$ cat config.mk
export PLATFORM = sky130hd
export DESIGN_NAME = spi_fifo_irq_ctrl
export DESIGN_NICKNAME = d
export VERILOG_FILES = /design/src/rtl/spfi_pkg.sv /design/src/rtl/spfi_fifo.sv /design/src/rtl/spfi_irq.sv /design/src/rtl/spi_fifo_irq_ctrl.sv
export SDC_FILE = /design/constraint.sdc
export NUM_CORES = 1
export LEC_CHECK = 0
export BUFFER_PORTS_ARGS = -buffer_cell sky130_fd_sc_hd__buf_2
export CELL_PAD_IN_SITES_DETAIL_PLACEMENT = 1
export CELL_PAD_IN_SITES_GLOBAL_PLACEMENT = 1
export CORE_ASPECT_RATIO = 1.4
export CORE_MARGIN = 2
export CORE_UTILIZATION = 45
export DETAILED_ROUTE_END_ITERATION = 16
export GPL_ROUTABILITY_DRIVEN = 0
export PLACE_DENSITY_LB_ADDON = 0.1
export SLEW_MARGIN = 20
export SYNTH_ARGS = -nofsm -noshare
export SYNTH_HDL_FRONTEND = slang
export SYNTH_HIERARCHICAL = 1
export SYNTH_SLANG_ARGS = --single-unit
$ cat constraint.sdc
create_clock -name clk -period 6.1 [get_ports clk]
set_clock_uncertainty 0.2 [all_clocks]
set_input_delay 0.61 -clock clk [delete_from_list [all_inputs] [get_ports clk]]
set_output_delay 0.61 -clock clk [all_outputs]
set_load 0.01 [all_outputs]
$ cat src/rtl/spfi_pkg.sv
package spfi_pkg;
  // control word fields
  localparam int FC_W        = 16;
  localparam int FC_RXTH_LSB = 0;
  localparam int FC_RXFL     = 4;
  localparam int FC_TXTH_LSB = 8;
  localparam int FC_TXFL     = 12;
  // interrupt source indices (enable, status and clear share them)
  localparam int IE_W    = 5;
  localparam int EV_OVR  = 0;
  localparam int EV_RXDQ = 1;
  localparam int EV_TXDQ = 2;
  localparam int EV_RC   = 3;
  localparam int EV_TC   = 4;
  localparam int IS_W     = 10;
  localparam int IS_RXHIT = 9;
  // status word
  localparam int SR_W    = 8;
  localparam int SR_RXNE = 0;
  localparam int SR_BUSY = 7;
endpackage

$ cat src/rtl/spfi_fifo.sv
module spfi_fifo #(
  parameter int DW    = 32,
  parameter int DEPTH = 8,
  localparam int AW   = (DEPTH > 1) ? $clog2(DEPTH) : 1,
  localparam int CW   = $clog2(DEPTH + 1)
) (
  input  logic          clk,
  input  logic          rst,
  input  logic          flush,
  input  logic          push,
  input  logic [DW-1:0] wdata,
  input  logic          pop,
  output logic [DW-1:0] rdata,
  output logic [CW-1:0] count,
  output logic          full,
  output logic          empty
);
  logic [DW-1:0] mem [DEPTH];
  logic [AW-1:0] wp, rp;
  logic [CW-1:0] cnt;
  logic          push_ok, pop_ok;

  function automatic logic [AW-1:0] nxt(input logic [AW-1:0] p);
    return (p == AW'(DEPTH - 1)) ? '0 : p + 1'b1;
  endfunction

  assign full    = (cnt == CW'(DEPTH));
  assign empty   = (cnt == '0);
  assign push_ok = push & ~full & ~flush;
  assign pop_ok  = pop & ~empty & ~flush;

  // storage without reset so a RAM can be inferred
  always_ff @(posedge clk) begin
    if (push_ok) mem[wp] <= wdata;
  end
  assign rdata = mem[rp];

  always_ff @(posedge clk) begin
    if (rst || flush) begin
      wp  <= '0;
      rp  <= '0;
      cnt <= '0;
    end else begin
      if (push_ok) wp <= nxt(wp);
      if (pop_ok)  rp <= nxt(rp);
      cnt <= cnt + CW'(push_ok) - CW'(pop_ok);
    end
  end
  assign count = cnt;

  p_cnt_bound_r2: assert property (@(posedge clk) disable iff (rst)
    cnt <= CW'(DEPTH));
  p_push_grows_r2: assert property (@(posedge clk) disable iff (rst)
    (push && !full && !pop && !flush) |=> (cnt == $past(cnt) + 1'b1));
  p_flush_clears_r4: assert property (@(posedge clk) disable iff (rst)
    flush |=> empty);
endmodule

$ cat src/rtl/spfi_irq.sv
module spfi_irq
  import spfi_pkg::*;
(
  input  logic            clk,
  input  logic            rst,
  input  logic            ovr_evt,
  input  logic            rc_evt,
  input  logic            tc_evt,
  input  logic            rx_dreq,
  input  logic            tx_dreq,
  input  logic            rx_hit,
  input  logic            ie_wr,
  input  logic [IE_W-1:0] ie_wdata,
  input  logic            ic_wr,
  input  logic [IE_W-1:0] ic_wdata,
  output logic [IS_W-1:0] ists,
  output logic            irq
);
  logic [IE_W-1:0] ie_q;
  logic            ovr_q, rc_q, tc_q;
  logic [IE_W-1:0] clr, src;
  logic            unused_clr;

  assign clr        = ic_wr ? ic_wdata : '0;
  assign unused_clr = ^{clr[EV_RXDQ], clr[EV_TXDQ]};

  always_ff @(posedge clk) begin
    if (rst) begin
      ie_q  <= '0;
      ovr_q <= 1'b0;
      rc_q  <= 1'b0;
      tc_q  <= 1'b0;
    end else begin
      if (ie_wr) ie_q <= ie_wdata;
      // the event wins over a clear in the same cycle
      ovr_q <= ovr_evt | (ovr_q & ~clr[EV_OVR]);
      rc_q  <= rc_evt  | (rc_q  & ~clr[EV_RC]);
      tc_q  <= tc_evt  | (tc_q  & ~clr[EV_TC]);
    end
  end

  always_comb begin
    src          = '0;
    src[EV_OVR]  = ovr_q;
    src[EV_RXDQ] = rx_dreq;
    src[EV_TXDQ] = tx_dreq;
    src[EV_RC]   = rc_q;
    src[EV_TC]   = tc_q;
    ists           = '0;
    ists[IE_W-1:0] = src;
    ists[IS_RXHIT] = rx_hit;
  end
  assign irq = |(src & ie_q);

  p_ovr_sticky_r3: assert property (@(posedge clk) disable iff (rst)
    (ovr_q && !clr[EV_OVR]) |=> ovr_q);
  p_event_wins_r9: assert property (@(posedge clk) disable iff (rst)
    rc_evt |=> rc_q);
  p_tc_clears_r9: assert property (@(posedge clk) disable iff (rst)
    (clr[EV_TC] && !tc_evt) |=> !tc_q);
  p_irq_needs_enable_r10: assert property (@(posedge clk) disable iff (rst)
    irq |-> (ie_q != '0));
endmodule

$ cat src/rtl/spi_fifo_irq_ctrl.sv
module spi_fifo_irq_ctrl
  import spfi_pkg::*;
#(
  parameter int DW    = 32,
  parameter int DEPTH = 8,
  parameter int TH_W  = 4,
  localparam int CW   = $clog2(DEPTH + 1)
) (
  input  logic            clk,
  input  logic            rst,
  input  logic            tx_push,
  input  logic [DW-1:0]   tx_wdata,
  input  logic            tx_pop,
  output logic [DW-1:0]   tx_rdata,
  input  logic            rx_push,
  input  logic [DW-1:0]   rx_wdata,
  input  logic            rx_pop,
  output logic [DW-1:0]   rx_rdata,
  input  logic            eng_busy,
  input  logic            eng_word_done,
  input  logic            fc_wr,
  input  logic [FC_W-1:0] fc_wdata,
  input  logic            ie_wr,
  input  logic [IE_W-1:0] ie_wdata,
  input  logic            ic_wr,
  input  logic [IE_W-1:0] ic_wdata,
  output logic [SR_W-1:0] stat_o,
  output logic [IS_W-1:0] ists_o,
  output logic            irq_o,
  output logic            tx_dreq_o,
  output logic            rx_dreq_o,
  output logic [CW-1:0]   tx_level_o,
  output logic [CW-1:0]   rx_level_o
);
  logic [TH_W-1:0] tx_th, rx_th;
  logic            tx_flush, rx_flush;
  logic [CW-1:0]   tx_cnt, rx_cnt, tx_free;
  logic            tx_full, tx_empty, rx_full, rx_empty;
  logic            rx_hit, tx_room;
  logic            unused_fc;

  assign tx_flush  = fc_wr & fc_wdata[FC_TXFL];
  assign rx_flush  = fc_wr & fc_wdata[FC_RXFL];
  assign unused_fc = ^{fc_wdata[FC_W-1:FC_TXFL+1], fc_wdata[FC_TXTH_LSB-1:FC_RXFL+1], tx_full};

  always_ff @(posedge clk) begin
    if (rst) begin
      tx_th <= TH_W'(1);
      rx_th <= TH_W'(1);
    end else if (fc_wr) begin
      tx_th <= fc_wdata[FC_TXTH_LSB +: TH_W];
      rx_th <= fc_wdata[FC_RXTH_LSB +: TH_W];
    end
  end

  spfi_fifo #(.DW(DW), .DEPTH(DEPTH)) u_txq (
    .clk(clk), .rst(rst), .flush(tx_flush),
    .push(tx_push), .wdata(tx_wdata), .pop(tx_pop), .rdata(tx_rdata),
    .count(tx_cnt), .full(tx_full), .empty(tx_empty));

  spfi_fifo #(.DW(DW), .DEPTH(DEPTH)) u_rxq (
    .clk(clk), .rst(rst), .flush(rx_flush),
    .push(rx_push), .wdata(rx_wdata), .pop(rx_pop), .rdata(rx_rdata),
    .count(rx_cnt), .full(rx_full), .empty(rx_empty));

  assign tx_free = CW'(DEPTH) - tx_cnt;
  assign rx_hit  = int'(rx_cnt)  >= int'(rx_th);
  assign tx_room = int'(tx_free) >= int'(tx_th);

  spfi_irq u_irq (
    .clk(clk), .rst(rst),
    .ovr_evt(rx_push & rx_full),
    .rc_evt(rx_hit & ~eng_busy),
    .tc_evt(eng_word_done & tx_empty),
    .rx_dreq(rx_hit), .tx_dreq(tx_room), .rx_hit(rx_hit),
    .ie_wr(ie_wr), .ie_wdata(ie_wdata),
    .ic_wr(ic_wr), .ic_wdata(ic_wdata),
    .ists(ists_o), .irq(irq_o));

  always_comb begin
    stat_o          = '0;
    stat_o[SR_RXNE] = ~rx_empty;
    stat_o[SR_BUSY] = eng_busy | ~tx_empty;
  end

  assign tx_dreq_o  = tx_room;
  assign rx_dreq_o  = rx_hit;
  assign tx_level_o = tx_cnt;
  assign rx_level_o = rx_cnt;

  p_overrun_keeps_level_r3: assert property (@(posedge clk) disable iff (rst)
    (rx_push && rx_full && !rx_pop && !rx_flush) |=> (rx_cnt == CW'(DEPTH)));
  p_rxne_tracks_r11: assert property (@(posedge clk) disable iff (rst)
    stat_o[SR_RXNE] == (rx_level_o != '0));
endmodule

* After elaboration in Yosys (flattened, before gate mapping)
Memories as Yosys holds them, arrays and structs flattened. A register that Yosys moved wholly into a read port is not among the register bits. Index checks and enable logic that the tools add are counted.
Storage, ports and cells: bits in registers 36, RAM bits 512, bits of input ports 101, output and inout bits 93, logic and storage cells 80, memories kept 2
Memory list:
- u_rxq.mem | words 8, width 32, read ports 1, clocked after Yosys merged registers in 1, wr ports 1, line spfi_fifo.sv:18 | logic [DW-1:0] mem [DEPTH];
- u_txq.mem | words 8, width 32, read ports 1, clocked after Yosys merged registers in 1, wr ports 1, line spfi_fifo.sv:18
Cells by class: add/sub/neg operators 9, order comparisons 2, equal/unequal tests 6, muxes and demuxes 13, bitwise operators 31, reduce and logical (&&, ||, !) cells 5
Operator list (count):
- 2-to-1 mux 3 bit | 8
- AND 1 bit | 16
- adder 3 x 1 -> 3 bit (second input constant) | 4
- equality test 3 bit (second input constant) | 4
- NOT 1 bit | 10
- adder 4 x 1 -> 4 bit | 2
- equality test 4 bit (second input constant) | 2
- greater-or-equal comparator 4 bit | 2
- zero test 4 bit | 2
- subtractor 4 x 1 -> 4 bit | 2
- AND 5 bit | 1
- 2-to-1 mux 5 bit | 1
- OR reduction 5 bit | 1
- 2-to-1 mux 1 bit | 4
- bitwise OR 1 bit | 4
- subtractor 4 bit (first input constant) | 1
- logical OR 1 bit | 2

* Logic depth before layout (Yosys ltp)
Gate-level depths: netlist of the first run.
depth in word-level cells 6, gate-level depth with buffers 12

* By module
Netlist of the first run, hierarchy kept.
Modules (own cells, without submodules):
- spfi_fifo | times used 2, cells an instance 448, area each 10461.3 µm², seq. area each 7947.6 µm²
- spi_fifo_irq_ctrl | times used 1, cells an instance 72, area each 605.6 µm², seq. area each 160.2 µm²
- spfi_irq | times used 1, cells an instance 39, area each 389.1 µm², seq. area each 160.2 µm²

* Worst setup path before layout of the first run
Ideal clock, no wire load.
kind input -> register, start input fc_wr, end memory u_rxq.mem[4][0], enable pin, data arrival time 4.703 ns, setup slack 0.684 ns, stages on the path 5, buffers on the path 1, cell sequence buf_6 -> and2_2 -> nor2b_1 -> nand2_1 -> nor4b_1
Between the ends: word-level cells in the longest chain between the ends 5
Ends and longest elaborated chain:
- from (decl) | line spi_fifo_irq_ctrl.sv:21 | input logic fc_wr,
- AND 1 bit | line spi_fifo_irq_ctrl.sv:43 | assign rx_flush = fc_wr & fc_wdata[FC_RXFL];
- named net rx_flush | line spi_fifo_irq_ctrl.sv:36 | logic tx_flush, rx_flush;
- NOT 1 bit | line spfi_fifo.sv:29 | assign push_ok = push & ~full & ~flush;
- AND 1 bit | line spfi_fifo.sv:29
- 2-to-1 mux 1 bit | line spfi_fifo.sv:34 | if (push_ok) mem[wp] <= wdata;
- 2-to-1 mux 1 bit (not written as such) | line spfi_fifo.sv:34
- to (decl) | line spfi_fifo.sv:18
The timed path passes the listed nets, and every way through them passes these cells.

==> qor.txt, run 1 <==
RSZ-0062 raised after global routing = false
Static Leak = 8.452 nW
via count = 10.14k
achievable frequency = 0.2550 GHz
starting density of the core = 45.63%
vias in the first global route = 11.22k
Finish-stage setup viols = 0
H-tree levels = 2
Fin. Hold Viols = 0
initial antenna violation count = 5
Final period util = 64.29%
CP startpoint kind = flip-flop
Required @ worst endpoint = 5290 ps
drt wl/cell = 23.37 µm
non-filler cells, final = 1881
global route total overflow = 0
vias per std cell = 5.389
Reg clk slew, reported paths = 60 ps
cts hold-fix bufs = 2
synthesized area per cell = 21.78 µm²
CTS resizes = 0
placed wire-length estimate = 24690 µm
Core Box Area = 48020 µm²
Cells after DPL = 1783
chip width = 190.5 µm
CTS sink count = 554
CTS Buffer Depth = 3
Power Density = 350.7 nW/µm²
max cap viols = 0
IO Port Bufs = 175
critical path arrival = 3110 ps
Clock Latency Late Sink = 590 ps
final instance area = 25130 µm²
IO Count = 194
share of layout cells above drive strength 1 = 33.23%
CTS tree = done
worst-margin pin slew = 1052 ps
initial DRC count = 531
# fillers = 4277
VDD IR-drop max = 227.9 µV
antenna-violating nets left = 0
Worst slew margin = 29.89%
largest net degree at the start of global routing = 65
fin crit period = 3922 ps
Post-CTS Setup Bufs = 0
setup tns final = 0 ps
Die H = 265.1 µm
synth-to-layout area growth = 14.67%
Gate Count Post-Synth = 1006
DP Area = 23480 µm²
Final Net Count = 1341
Worst Hold Slack = 58.63 ps
first-pass GRT wire length = 67620 µm
die area = 50500 µm²
Worst Path Max Fanout = 47
root buf cell = clkbuf_16
CTS buffer count = 52
# rows = 95
status = completed
min-delay worst type = in -> reg
Slew Limit Fails = 0
Setup CP Type = reg -> out
Tot GR Track Use = 18.06%
First-pass DRT Iterations = 4
drt total wl = 43960 µm
Synthesis Warnings = 6
CP Capture Type = primary output
Post-Syn Area = 21910 µm²
DRC violations left = 0
[registers in the layout, summed over array words and instances, names as in the netlist, named ones only]
name / count
u_rxq/mem: 256
u_txq/mem: 256
u_irq/ie_q: 5
rx_th: 4
tx_th: 4
u_rxq/count: 4
u_txq/count: 4
u_rxq/rp: 3
u_rxq/wp: 3
u_txq/rp: 3
u_txq/wp: 3
u_irq/ovr_q: 1
u_irq/rc_q: 1
u_irq/tc_q: 1
[report_power, final]
part           internal (mW)  switching, mW
combinational          0.610          0.677
sequential              4.31          0.127
clock                   1.74           1.35
total                   6.65           2.16
[final timing paths]
check	from	endpoint	slack [ps]	depth (start not counted)
max	flip-flop	rx_rdata[15]	2180	4
min	ie_wdata[2]	u_irq/ie_q[2]$_SDFFE_PP0P_	60	3
max reg2reg	u_txq/count[2]$_SDFF_PP0_	u_txq/count[2]$_SDFF_PP0_	3170	11
min reg2reg	u_rxq/rp[2]$_SDFFE_PP0N_	flip-flop	280	2
[routing by layer]
layer	part of all wire (%)	track usage [%]
met1	39	21.02
met5	0.091	0
met2	55	33.52
met4	1.8	4.442
met3	4.6	4.051
[worst max-delay path: stages (launching register included)]
cell	delay (ps)
dfxtp_4	900
buf_4	460
mux4_1	640
mux2_2	300
buf_2	140
[area by class of cell]
cell class	instances	area (µm²)	area share, %
clock inverters	35	299.0	1.190
inverters	24	90.09	0.3585
repair buffers	198	1054	4.192
diodes	2	5.005	0.01992
well taps	630	788.3	3.137
flip-flops and latches	554	16230	64.59
clock buffers	59	1328	5.283
multi-input cells	379	5335	21.23
[cells in the final DEF, fill, tap and decap left out, types with 6 or more instances in the layout]
cell type / n
dfxtp_1: 36
clkbuf_1: 7
conb_1: 10
mux4_1: 74
edfxtp_1: 512
inv_1: 24
mux4_2: 54
buf_2: 175
clkinv_1: 15
nand2_1: 30
mux2_2: 64
clkbuf_16: 52
nor3_1: 6
clkinv_2: 8
buf_4: 21
ha_1: 29
nor2_1: 20
mux2i_1: 25
[per-stage QoR]
step           util, %  setup slack, ps  power, mW
2_1_floorplan        -            684.2      5.362
3_3_place_gp     48.88             2746      5.814
5_1_grt          52.32             1966      9.210
6_report         52.33             2178      8.812
3_5_place_dp     48.88             2718      5.843
4_1_cts          52.31             2061      8.958
Power figures use the tool's default switching activity.
==> run 2, diff against run 1 <==
Clock period 6.1 ns to 3.5 ns, I/O delays scaled along.
==> run 2 against run 1 <==
  * Core utilization grew 2.9 points
  * Critical path depth is the same
  * Hold slack lost 37 ps
  * Non-clock buffer count grew 112
  * Total power grew 78%
  * Largest cell class unchanged
  * Cell count grew 6.3%
  * Die area is the same
  * Register-to-register slack lost 2700 ps
  * Sequential cell count is the same
==> qor.txt, run 2 (synthesis gave the netlist of run 1 again) <==
Worst slew margin = 40.38% (+10 points)
max cap viols = 0 (unchanged)
H-tree levels = 2 (unchanged)
global route total overflow = 0 (unchanged)
vias per std cell = 5.290 (-1.8%)
Hold Crit Depth = 3 (unchanged)
CTS tree = done
CP startpoint kind = flip-flop
drt wl/cell = 22.59 µm (-3.3%)
Fin. Hold Viols = 0 (unchanged)
initial DRC count = 488 (-8.1%)
# rows = 95 (unchanged)
First-pass DRT Iterations = 4 (unchanged)
Clock Latency Late Sink = 590 ps (about the same)
Power Density = 589.8 nW/µm² (+68%)
# fillers = 4293 (+0.37%)
fin crit period = 3172 ps
critical path arrival = 2620 ps (-490 ps)
largest net degree at the start of global routing = 33 (-49%)
CTS buffer count = 54 (+3.8%)
share of layout cells above drive strength 1 = 31.14% (-2.1 points)
CTS Buffer Depth = 3 (unchanged)
worst-margin pin slew = 891.0 ps (-160.6 ps)
achievable frequency = 0.3153 GHz
VDD IR-drop max = 438.0 µV (+92%)
Final Net Count = 1455 (+8.5%)
min-delay worst type = in -> reg
via count = 10.57k (+4.3%)
IO Count = 194 (unchanged)
RSZ-0062 raised after global routing = false
setup tns final = 0 ps (unchanged)
worst setup slack after layout = 328.3 ps (-1850 ps)
worst reg2reg setup slack = 490 ps (-2680 ps)
Finish-stage setup viols = 0 (unchanged)
Largest regs = u_rxq/mem (256), u_txq/mem (256), u_irq/ie_q (5)
die area = 50500 µm² (unchanged)
Worst Path Max Fanout = 25 (-47%)
Required @ worst endpoint = 2950 ps (-2340 ps)
Final period util = 90.62%
Tot GR Track Use = 18.52% (+0.46 points)
drt total wl = 45160 µm (+2.7%)
antenna-violating nets left = 0 (unchanged)
Util after Layout = 55.27% (+2.9 points)
worst-case reg-to-reg path depth = 11 (unchanged)
first-pass GRT wire length = 70130 µm (+3.7%)
DRC violations left = 0 (unchanged)
cts hold-fix bufs = 102 (+100)
starting density of the core = 45.63% (unchanged)
Die H = 265.1 µm (unchanged)
initial antenna violation count = 2 (-3)
Setup CP Type = reg -> out
min-delay src = tx_pop
commonest non-fill, non-tap cells in the layout = edfxtp_1, buf_2, dlygate4sd3_1
chip width = 190.5 µm (unchanged)
status = completed
Cells after DPL = 1795 (+0.67%)
root buf cell = clkbuf_16
CP Capture Type = primary output
Reg-to-Reg Start = u_rxq/count[2]$_SDFF_PP0_
CTS sink count = 554 (unchanged)
Post-CTS Setup Bufs = 0 (unchanged)
CTS resizes = 0 (unchanged)
vias in the first global route = 11.80k (+5.1%)
IO Port Bufs = 175 (unchanged)
Slew Limit Fails = 0 (unchanged)
commonest non-fill, non-tap cell in the layout = edfxtp_1
Setup WS pre-CTS = 466.6 ps (-2251 ps)
worst r2r dst = u_rxq/count[2]$_SDFF_PP0_
Reg clk slew, reported paths = 60 ps (about the same)
synth-to-layout area growth = 21.12%
Static Leak = 9.005 nW (+6.5%)
Core Box Area = 48020 µm² (unchanged)
placed wire-length estimate = 26000 µm (+5.3%)
non-filler cells, final = 1999 (+6.3%)
[run 2: cell count changes in the layout (fill, tap and decap cells not counted), moves of 4 or more]
cell	previous run	this run
buf_12	0	14
dlygate4sd3_1	2	102
nor4b_4	0	4
nor3b_4	0	4
nor3b_2	4	0
nor3_2	4	0
nor3_4	0	4
clkbuf_1	7	12
nor4b_2	4	0
[run 2: how the worst max path moves through the flow]
stage	endpoint
6_report	tx_rdata[15]
5_1_grt	rx_rdata[20]
4_1_cts	rx_rdata[11]
3_5_place_dp	u_rxq/count[2]$_SDFF_PP0_
3_3_place_gp	u_rxq/count[2]$_SDFF_PP0_
2_1_floorplan	u_txq/mem[4][0]$_DFFE_PP_
[run 2: cell type report]
type                            count  area (µm²)  share of cell area, %
Inverter                           24       90.09                 0.3394
Clock buffer                       70        1463                  5.511
Multi-Input combinational cell    379        5438                  20.49
Sequential cell                   554       16230                  61.14
Clock inverter                     31       212.7                 0.8014
Timing Repair Buffer              310        2320                  8.740
Tap cell                          630       788.3                  2.970
Antenna cell                        1       2.502               0.009428
[run 2: through the flow]
step	power [mW]	instance area (µm²)	hold slack (ps)
floorplan	9.352	22050	221.1
global placement	10.22	23840	270.9
detailed placement	10.28	23840	280.0
CTS	15.92	26540	3.949
global route	16.38	26540	29.47
finish	15.65	26540	22.11
[run 2: layer usage]
layer,track usage (%),routed length [µm],vias up
li1,-,-,4802
met1,22.54,18110,5500
met2,33.58,24080,202
met3,3.760,2084,68
met4,4.630,873,2
met5,0,11,-
[run 2: critical path, cell delays in order, from the launching register on]
cell	delay (ps)
dfxtp_4	690
buf_12	270
mux4_1	590
mux2_2	310
buf_2	150
[run 2: report_power, final]
part           internal, mW  switching (mW)  total, mW
combinational          1.19            1.33       2.53
clock                  3.09            2.37       5.47
sequential             7.51           0.151       7.66
